$ cat config.mk
export PLATFORM = sky130hd
export DESIGN_NAME = dual_interval_timer
export DESIGN_NICKNAME = d
export VERILOG_FILES = /design/src/rtl/dit_pkg.sv /design/src/rtl/dit_phase_acc.sv /design/src/rtl/dit_counter.sv /design/src/rtl/dit_ctrl.sv /design/src/rtl/dual_interval_timer.sv
export SDC_FILE = /design/constraint.sdc
export NUM_CORES = 1
export LEC_CHECK = 0
export CAP_MARGIN = 30
export CORE_MARGIN = 4
export CORE_UTILIZATION = 50
export CTS_BUF_LIST = sky130_fd_sc_hd__clkbuf_4 sky130_fd_sc_hd__clkbuf_8 sky130_fd_sc_hd__clkbuf_16
export DETAILED_ROUTE_END_ITERATION = 10
export PLACE_DENSITY = 0.76
export SLEW_MARGIN = 20
export SYNTH_ARGS = -nofsm -noshare
export SYNTH_HDL_FRONTEND = slang
export SYNTH_SLANG_ARGS = --single-unit
export TNS_END_PERCENT = 1
$ cat constraint.sdc
create_clock -name clk -period 2.3 [get_ports clk]
set_input_delay 0.345 -clock clk [delete_from_list [all_inputs] [get_ports clk]]
set_output_delay 0.345 -clock clk [all_outputs]
set_load 0.005 [all_outputs]
$ cat src/rtl/dit_pkg.sv
package dit_pkg;
  localparam int CNT_W      = 8;
  localparam int CTL_EN_A   = 0;
  localparam int CTL_EN_B   = 1;
  localparam int CTL_MASK_B = 5;
  localparam int CTL_MASK_A = 6;
  localparam int CTL_CLR    = 7;

  typedef enum logic [1:0] {
    SEL_PRE_A = 2'd0,
    SEL_PRE_B = 2'd1,
    SEL_CTRL  = 2'd2,
    SEL_NONE  = 2'd3
  } wr_sel_e;
endpackage

$ cat src/rtl/dit_phase_acc.sv
module dit_phase_acc #(
  parameter int STEP = 36,
  parameter int MOD  = 143
) (
  input  logic clk,
  input  logic rst,
  input  logic adv_i,
  output logic inc_o
);
  localparam int ACC_W = $clog2(MOD + STEP + 1);

  logic [ACC_W-1:0] acc_q;
  logic [ACC_W-1:0] sum;
  logic             over;

  assign sum   = acc_q + ACC_W'(STEP);
  assign over  = sum > ACC_W'(MOD);
  assign inc_o = adv_i && over;

  always_ff @(posedge clk) begin
    if (rst)        acc_q <= '0;
    else if (adv_i) acc_q <= over ? (sum - ACC_W'(MOD)) : sum;
  end

  AST_ACC_BOUNDED: assert property (@(posedge clk) disable iff (rst)
    acc_q <= ACC_W'(MOD));
  AST_ACC_HOLD: assert property (@(posedge clk) disable iff (rst)
    !adv_i |=> $stable(acc_q));
endmodule

$ cat src/rtl/dit_counter.sv
module dit_counter #(
  parameter int CNT_W = 8
) (
  input  logic             clk,
  input  logic             rst,
  input  logic             ld_i,
  input  logic [CNT_W-1:0] ld_val_i,
  input  logic             step_i,
  output logic [CNT_W-1:0] cnt_o,
  output logic             wrap_o
);
  logic [CNT_W-1:0] cnt_q;
  logic [CNT_W-1:0] preset_q;

  assign wrap_o = step_i && !ld_i && (cnt_q == '1);
  assign cnt_o  = cnt_q;

  always_ff @(posedge clk) begin
    if (rst) begin
      cnt_q    <= '0;
      preset_q <= '0;
    end else if (ld_i) begin
      cnt_q    <= ld_val_i;
      preset_q <= ld_val_i;
    end else if (step_i) begin
      cnt_q <= (cnt_q == '1) ? preset_q : cnt_q + 1'b1;
    end
  end

  AST_WRAP_RELOAD: assert property (@(posedge clk) disable iff (rst)
    wrap_o |=> (cnt_q == $past(preset_q)));
  AST_PRESET_LOAD: assert property (@(posedge clk) disable iff (rst)
    ld_i |=> (cnt_q == $past(ld_val_i)));
  AST_CNT_HOLD: assert property (@(posedge clk) disable iff (rst)
    (!ld_i && !step_i) |=> $stable(cnt_q));
endmodule

$ cat src/rtl/dit_ctrl.sv
module dit_ctrl
  import dit_pkg::*;
(
  input  logic       clk,
  input  logic       rst,
  input  logic       ctl_wr_i,
  input  logic [7:0] ctl_data_i,
  input  logic [1:0] wrap_i,
  output logic [1:0] en_o,
  output logic [1:0] mask_o,
  output logic [1:0] ovf_o,
  output logic       irq_o
);
  logic       clr_cmd;
  logic       cfg_cmd;
  logic [1:0] hit;

  assign clr_cmd = ctl_wr_i && ctl_data_i[CTL_CLR];
  assign cfg_cmd = ctl_wr_i && !ctl_data_i[CTL_CLR];
  assign hit     = wrap_i & ~mask_o;

  always_ff @(posedge clk) begin
    if (rst) begin
      en_o   <= '0;
      mask_o <= '0;
    end else if (cfg_cmd) begin
      en_o   <= {ctl_data_i[CTL_EN_B], ctl_data_i[CTL_EN_A]};
      mask_o <= {ctl_data_i[CTL_MASK_B], ctl_data_i[CTL_MASK_A]};
    end
  end

  always_ff @(posedge clk) begin
    if (rst) begin
      ovf_o <= '0;
      irq_o <= 1'b0;
    end else begin
      ovf_o <= (clr_cmd ? 2'b00 : ovf_o) | hit;
      irq_o <= (clr_cmd ? 1'b0 : irq_o) | (|hit);
    end
  end

  AST_CLEAR_WIPES: assert property (@(posedge clk) disable iff (rst)
    (clr_cmd && !(|hit)) |=> (!irq_o && ovf_o == 2'b00));
  AST_CLEAR_KEEPS_CFG: assert property (@(posedge clk) disable iff (rst)
    clr_cmd |=> ($stable(en_o) && $stable(mask_o)));

  for (genvar g = 0; g < 2; g++) begin : g_flag
    AST_MASKED_SILENT: assert property (@(posedge clk) disable iff (rst)
      (wrap_i[g] && mask_o[g] && !clr_cmd) |=> $stable(ovf_o[g]));
    AST_SET_WINS: assert property (@(posedge clk) disable iff (rst)
      (wrap_i[g] && !mask_o[g]) |=> (ovf_o[g] && irq_o));
  end
endmodule

$ cat src/rtl/dual_interval_timer.sv
module dual_interval_timer
  import dit_pkg::*;
#(
  parameter int STEP_A = 36,
  parameter int STEP_B = 9,
  parameter int MOD    = 143
) (
  input  logic             clk,
  input  logic             rst,
  input  logic             tick_i,
  input  logic             wr_en_i,
  input  logic [1:0]       wr_sel_i,
  input  logic [7:0]       wr_data_i,
  output logic [CNT_W-1:0] cnt_a_o,
  output logic [CNT_W-1:0] cnt_b_o,
  output logic [1:0]       tmr_en_o,
  output logic [1:0]       tmr_mask_o,
  output logic [1:0]       ovf_o,
  output logic             irq_o
);
  localparam int NUM_TMR = 2;

  wr_sel_e          sel;
  logic [NUM_TMR-1:0] inc;
  logic [NUM_TMR-1:0] wrap;
  logic [CNT_W-1:0] cnt [NUM_TMR];

  assign sel = wr_sel_e'(wr_sel_i);

  for (genvar g = 0; g < NUM_TMR; g++) begin : g_tmr
    localparam int STEP = (g == 0) ? STEP_A : STEP_B;

    dit_phase_acc #(.STEP(STEP), .MOD(MOD)) u_acc (
      .clk   (clk),
      .rst   (rst),
      .adv_i (tick_i && tmr_en_o[g]),
      .inc_o (inc[g])
    );

    dit_counter #(.CNT_W(CNT_W)) u_cnt (
      .clk      (clk),
      .rst      (rst),
      .ld_i     (wr_en_i && (wr_sel_i == 2'(g))),
      .ld_val_i (wr_data_i[CNT_W-1:0]),
      .step_i   (inc[g]),
      .cnt_o    (cnt[g]),
      .wrap_o   (wrap[g])
    );
  end

  dit_ctrl u_ctrl (
    .clk        (clk),
    .rst        (rst),
    .ctl_wr_i   (wr_en_i && (sel == SEL_CTRL)),
    .ctl_data_i (wr_data_i),
    .wrap_i     (wrap),
    .en_o       (tmr_en_o),
    .mask_o     (tmr_mask_o),
    .ovf_o      (ovf_o),
    .irq_o      (irq_o)
  );

  assign cnt_a_o = cnt[0];
  assign cnt_b_o = cnt[1];

  AST_IRQ_NEEDS_CAUSE: assert property (@(posedge clk) disable iff (rst)
    $rose(irq_o) |-> ($past(wrap) != 2'b00));
endmodule

# Yosys cells after proc, flatten, opt, wreduce, memory -nomap -nowiden
# Index checks and enable logic that the tools add are counted.
[op_classes] n_lt_le_gt_ge=2 bitwise=4 eq_ne=4 muxes=10 add_sub_neg=6 n_reduce_logical=20
[op_table] cell="$mux W8" n=8
[op_table] cell="$add A8 B1 Y8 const B" n=2
[op_table] cell="$eq A8 B8 Y1 const B" n=2
[op_table] cell="$gt A8 B8 Y1 const B" n=2
[op_table] cell="$sub A8 B8 Y8 const B" n=2
[op_table] cell="$logic_and A1 B1 Y1" n=13
[op_table] cell="$add A8 B4 Y8 const B" n=1
[op_table] cell="$add A8 B6 Y8 const B" n=1
[op_table] cell="$reduce_bool A2 Y1" n=2
[op_table] cell="$logic_not A1 Y1" n=3
[op_table] cell="$and A2 B2 Y2" n=1
[op_table] cell="$eq A2 B1 Y1 const B" n=1
[op_table] cell="$eq A2 B2 Y1 const B" n=1
[op_table] cell="$logic_not A2 Y1" n=1
[op_table] cell="$mux W2" n=1
[op_table] cell="$not A2 Y2" n=1
[op_table] cell="$or A2 B2 Y2" n=1
[op_table] cell="$reduce_or A2 Y1" n=1
[op_table] cell="$mux W1" n=1
[op_table] cell="$or A1 B1 Y1" n=1
[word_totals] ff_bits=55 elab_cells=56 inputBits=14

# Logic depth before layout (Yosys ltp)
[depth] ltp_word=8 depth_mapped=9 mapped_depth_nobuf=8

# By module
# A second synthesis with hierarchy kept.
[unflattened] hier_cells=386 area_unflattened_um2=3289.4
[modules_own_cells] module="dit_counter" area_per_inst_um2=815.8 cells_each=98 instances=2 seq_area_each_um2=320.3
[modules_own_cells] module="dit_phase_acc (g_tmr[1].u_acc)" area_per_inst_um2=747.0 cells_each=91 instances=1 seq_area_each_um2=160.2
[modules_own_cells] module="dit_phase_acc (g_tmr[0].u_acc)" area_per_inst_um2=603.1 cells_each=68 instances=1 seq_area_each_um2=160.2
[modules_own_cells] module="dit_ctrl" area_per_inst_um2=265.3 cells_each=26 instances=1 seq_area_each_um2=140.1
[modules_own_cells] module="dual_interval_timer" area_per_inst_um2=42.5 cells_each=5 instances=1 seq_area_each_um2=0.0

# Least setup slack after synthesis
# Ideal clock, no wire load.
[synth_path] path_kind="reg2reg" start="register g_tmr[1].u_acc.acc_q[0]" end="register g_tmr[1].u_cnt.cnt_q[6]" path_slack_ns=-0.083 setup_ns=0.112 stages_incl_launch_ff=9 arrival_ns=2.271 path_buffers=1 path_cell_list="dfxtp_1 ha_1 a21o_1 buf_6 or3_4 a21oi_4 nand2_4 or3_1 a2111oi_1"
[synth_between] elab_chain_cells=4
[synth_rtl] item="start: declaration" line_no="dit_phase_acc.sv:12" source="logic [ACC_W-1:0] acc_q;"
[synth_rtl] item="start signal: assignment" line_no="dit_phase_acc.sv:22" source="else if (adv_i) acc_q <= over ? (sum - ACC_W'(MOD)) : sum;"
[synth_rtl] item="$add A8 B4 Y8" line_no="dit_phase_acc.sv:16" source="assign sum = acc_q + ACC_W'(STEP);"
[synth_rtl] item="$gt A8 B8 Y1" line_no="dit_phase_acc.sv:17" source="assign over = sum > ACC_W'(MOD);"
[synth_rtl] item="$logic_and A1 B1 Y1" line_no="dit_phase_acc.sv:18" source="assign inc_o = adv_i && over;"
[synth_rtl] item="$reduce_bool A2 Y1 (no line)"
[synth_rtl] item="end signal: assignment" line_no="dit_counter.sv:23" source="cnt_q <= ld_val_i;"
[synth_rtl] item="end signal: assignment" line_no="dit_counter.sv:26" source="cnt_q <= (cnt_q == '1) ? preset_q : cnt_q + 1'b1;"
[synth_rtl] item="end: declaration" line_no="dit_counter.sv:12" source="logic [CNT_W-1:0] cnt_q;"
# Every way passes these cells.
# A chain may end at the register's enable or synchronous reset.

# Final worst setup path
# Ends and elaborated chain as after synthesis.

==> run metrics <==
status=finished, final reports clean; Iter 0 DRT Violations=between 150 and 200; static leakage=1.37 nW; initial antenna violation count=0; cell area after layout=3910 um^2; crit path DAT=approximately 2.4 ns; number of flops mapped to enable cells by yosys=0; Multi-input gate area=1950 um^2; Final setup viols=0; Initial Utilization=52.4%; dominant cell type by area after synthesis=dfxtp_1; TritonCTS Buffers=5; FF-to-FF setup slack=~0.075 ns; Hold Path Depth=2; total of warnings raised by yosys=0; Peak Freq=around 450 MHz; CP startpoint kind=flip-flop; top-count cell post-synth=nand2_1; CTS H-Tree Depth=2; drt via density=5.96; clock sink total=55; Hold EP=u_ctrl.ovf_o[0]$_SDFF_PP0_; P&R area growth vs syn=23.8%; worst rel slew slack=62.0%; root buf cell=clkbuf_8; post-route ant nets=0; final WL=between 8 and 9 mm; Setup crit end kind=flip-flop; worst min path class=reg -> reg; clk buf depth=2; Ports=37; DR DRC count=0; dominant synthesized flop cell=dfxtp_1; Final HPWL DP=6.02 mm; Tot Pwr=1.77 mW; hold_sp=u_ctrl.ovf_o[0]$_SDFF_PP0_; GP Congestion=0.949; GR Overflow Total=0; fin crit share=between 90 and 100%; final worst slack=0.0754 ns; Mapped Cells=a little over 400; post-detailed-route wirelength per cell=15.1 um; post-synth cell types=56; top cells by count, synth=nand2_1, dfxtp_1, a21oi_1; CTS tree=built; reg2reg start=g_tmr[1].u_acc.acc_q[0]$_SDFFE_PP0P_; core area=between 6000 and 7000 um^2; Fillers=521; Worst-Skew Late Latency=0.30 ns; synthesized flop and latch total=55; first-pass GRT wire length=13.8 mm; Inst Count DP=527; Synth Area in Simple Gates=between 20 and 30%; main area contributors after synthesis=dfxtp_1, nand2_1, a21oi_1; placed cell area=3770 um^2; endpoints failing hold=0; fraction of layout cells with a size suffix above 1=13.5%; largest net degree at the start of global routing=31; Worst Path Max Fanout=7; Reg2Reg Capture Point=g_tmr[1].u_cnt.cnt_o[6]$_SDFFE_PP0P_; ys async rst share=0%; syn nets=roughly 430; critical path class=reg -> reg; clk_skew=0.0109 ns; mux contribution to synthesized area=a little under 4%; TritonRoute pass-1 iters=7; # rows=28; # diodes=0; chip height=87.5 um; Post-Syn Area per Cell=7.70 um^2; DIE AREA=7650 um^2; Reg clk slew, reported paths=around 0.1 ns; peak supply drop=0.336 mV; Sequential Area=1110 um^2; main combinational cell family by area after synthesis=simple AND/OR/NAND/NOR gates; worst slew pin tran=0.570 ns; sequential fraction of the synthesis area=between 30% and 40%; fin. max-slew vios=0; Setup TNS Final=0 ns; Die Wd=87.5 um; Synth Area in XOR/XNOR=2.22%; Worst R2R Path Depth=7; number of global-route vias before repair=3066; Fin Hold WS=0.459 ns; RSZ-0062 raised after global routing=yes; setup slack after placement=0.0348 ns; I/O Buffers=36; min Tclk post-route=2.22 ns; post-route insts no fill=535; mapped cell area=between 3000 and 4000 um^2; Synth top area share=34.9%; power per cell area=452 nW/um^2; Util after Layout=64.9%; Synth Area in Compound Gates=23.3%; nets@finish=between 400 and 500; total number of vias=3189; Post-Synth Adder-Cell Area=2.77%; global-route usage over all layers=22.0%; Crit path required time=between 2 and 3 ns; max cap viols=0; postcts setup bufs=0
==> layout by cell type, fill, tap and decap left out, drive strengths merged, types with 4 or more instances in the layout <==
| cell | netlist | routed |
|---|---|---|
| a21o | 4 | 4 |
| a21oi | 44 | 44 |
| a31oi | 12 | 12 |
| and3 | 8 | 8 |
| buf | 12 | 35 |
| clkbuf | 16 | 8 |
| clkdlybuf4s50 | 0 | 35 |
| dfxtp | 55 | 55 |
| ha | 7 | 7 |
| inv | 9 | 9 |
| mux2i | 9 | 9 |
| nand2 | 65 | 65 |
| nand3 | 18 | 18 |
| nand3b | 7 | 7 |
| nand4 | 9 | 9 |
| nor2 | 36 | 36 |
| nor2b | 5 | 5 |
| nor3 | 8 | 8 |
| o211ai | 7 | 7 |
| o21ai | 14 | 14 |
| o31ai | 7 | 7 |
| or3 | 7 | 7 |
| xnor2 | 6 | 6 |
==> report_power, final <==
part           internal [mW]  total [mW]  switching, mW
logic                 0.0811       0.164         0.0834
registers              0.975        1.00         0.0277
clock network          0.288       0.602          0.314
==> worst max-delay path by stage <==
stage | from | endpoint | slack (ns) | depth (start not counted)
after global routing | g_tmr[1].u_acc.acc_q[0]$_SDFFE_PP0P_ | g_tmr[1].u_acc.acc_q[4]$_SDFFE_PP0P_ | -0.07 | 8
after detailed placement | g_tmr[1].u_acc.acc_q[0]$_SDFFE_PP0P_ | g_tmr[1].u_cnt.cnt_o[6]$_SDFFE_PP0P_ | 0.03 | 7
final | g_tmr[1].u_acc.acc_q[0]$_SDFFE_PP0P_ | g_tmr[1].u_cnt.cnt_o[6]$_SDFFE_PP0P_ | 0.08 | 7
after floorplan | g_tmr[1].u_acc.acc_q[0]$_SDFFE_PP0P_ | g_tmr[1].u_cnt.cnt_o[6]$_SDFFE_PP0P_ | 0.006 | 8
after CTS | g_tmr[1].u_acc.acc_q[0]$_SDFFE_PP0P_ | g_tmr[1].u_cnt.cnt_o[6]$_SDFFE_PP0P_ | 0.004 | 7
after global placement | g_tmr[1].u_acc.acc_q[0]$_SDFFE_PP0P_ | g_tmr[1].u_cnt.cnt_o[6]$_SDFFE_PP0P_ | 0.13 | 7
==> cells by family (layout without fill, tap and decap cells) <==
logic type,count (synthesis),in the layout
buf+inv,37,87
simple gates,179,179
mux,12,12
xor+xnor,8,8
flops,55,55
compound gates,112,112
fa+ha+maj,7,7
==> critical path, cell delays in order (launching register included) <==
cell and delay, ns:
dfxtp_4 0.39, ha_4 0.16, a21o_1 0.21, or3_4 0.43, a21oi_4 0.19, nand2_4 0.06
or3_1 0.39, a2111oi_2 0.30
==> what timing repair did <==
item,in CTS,in global routing
resized for setup,0,6
hold buffers,0,0
setup endpoints to repair,0,8
==> state kept, by name, indices dropped and copies added (netlist names) <==
| signal | count |
|---|---|
| u_ctrl.en_o | 2 |
| u_ctrl.ovf_o | 2 |
| g_tmr.u_cnt.preset_q | 16 |
| u_ctrl.mask_o | 2 |
| u_ctrl.irq_o | 1 |
| g_tmr.u_cnt.cnt_o | 16 |
| g_tmr.u_acc.acc_q | 16 |
==> area by class of cell <==
type,instances,area share (%)
clock buffer,8,2.66
inverter,9,0.864
multi-input combinational,318,49.9
timing repair buffer,70,15.9
sequential,55,28.3
tap,75,2.40
==> routing by layer <==
layer  global-route usage [%]  share of wire, %  up-vias
met4                     4.74              0.99        0
met1                     29.5                46     1511
met2                     36.8                49       86
met5                        0                 0        -
li1                         -                 -     1582
met3                     3.78               4.5       10
Note: power is estimated with default switching activity, not from simulation.
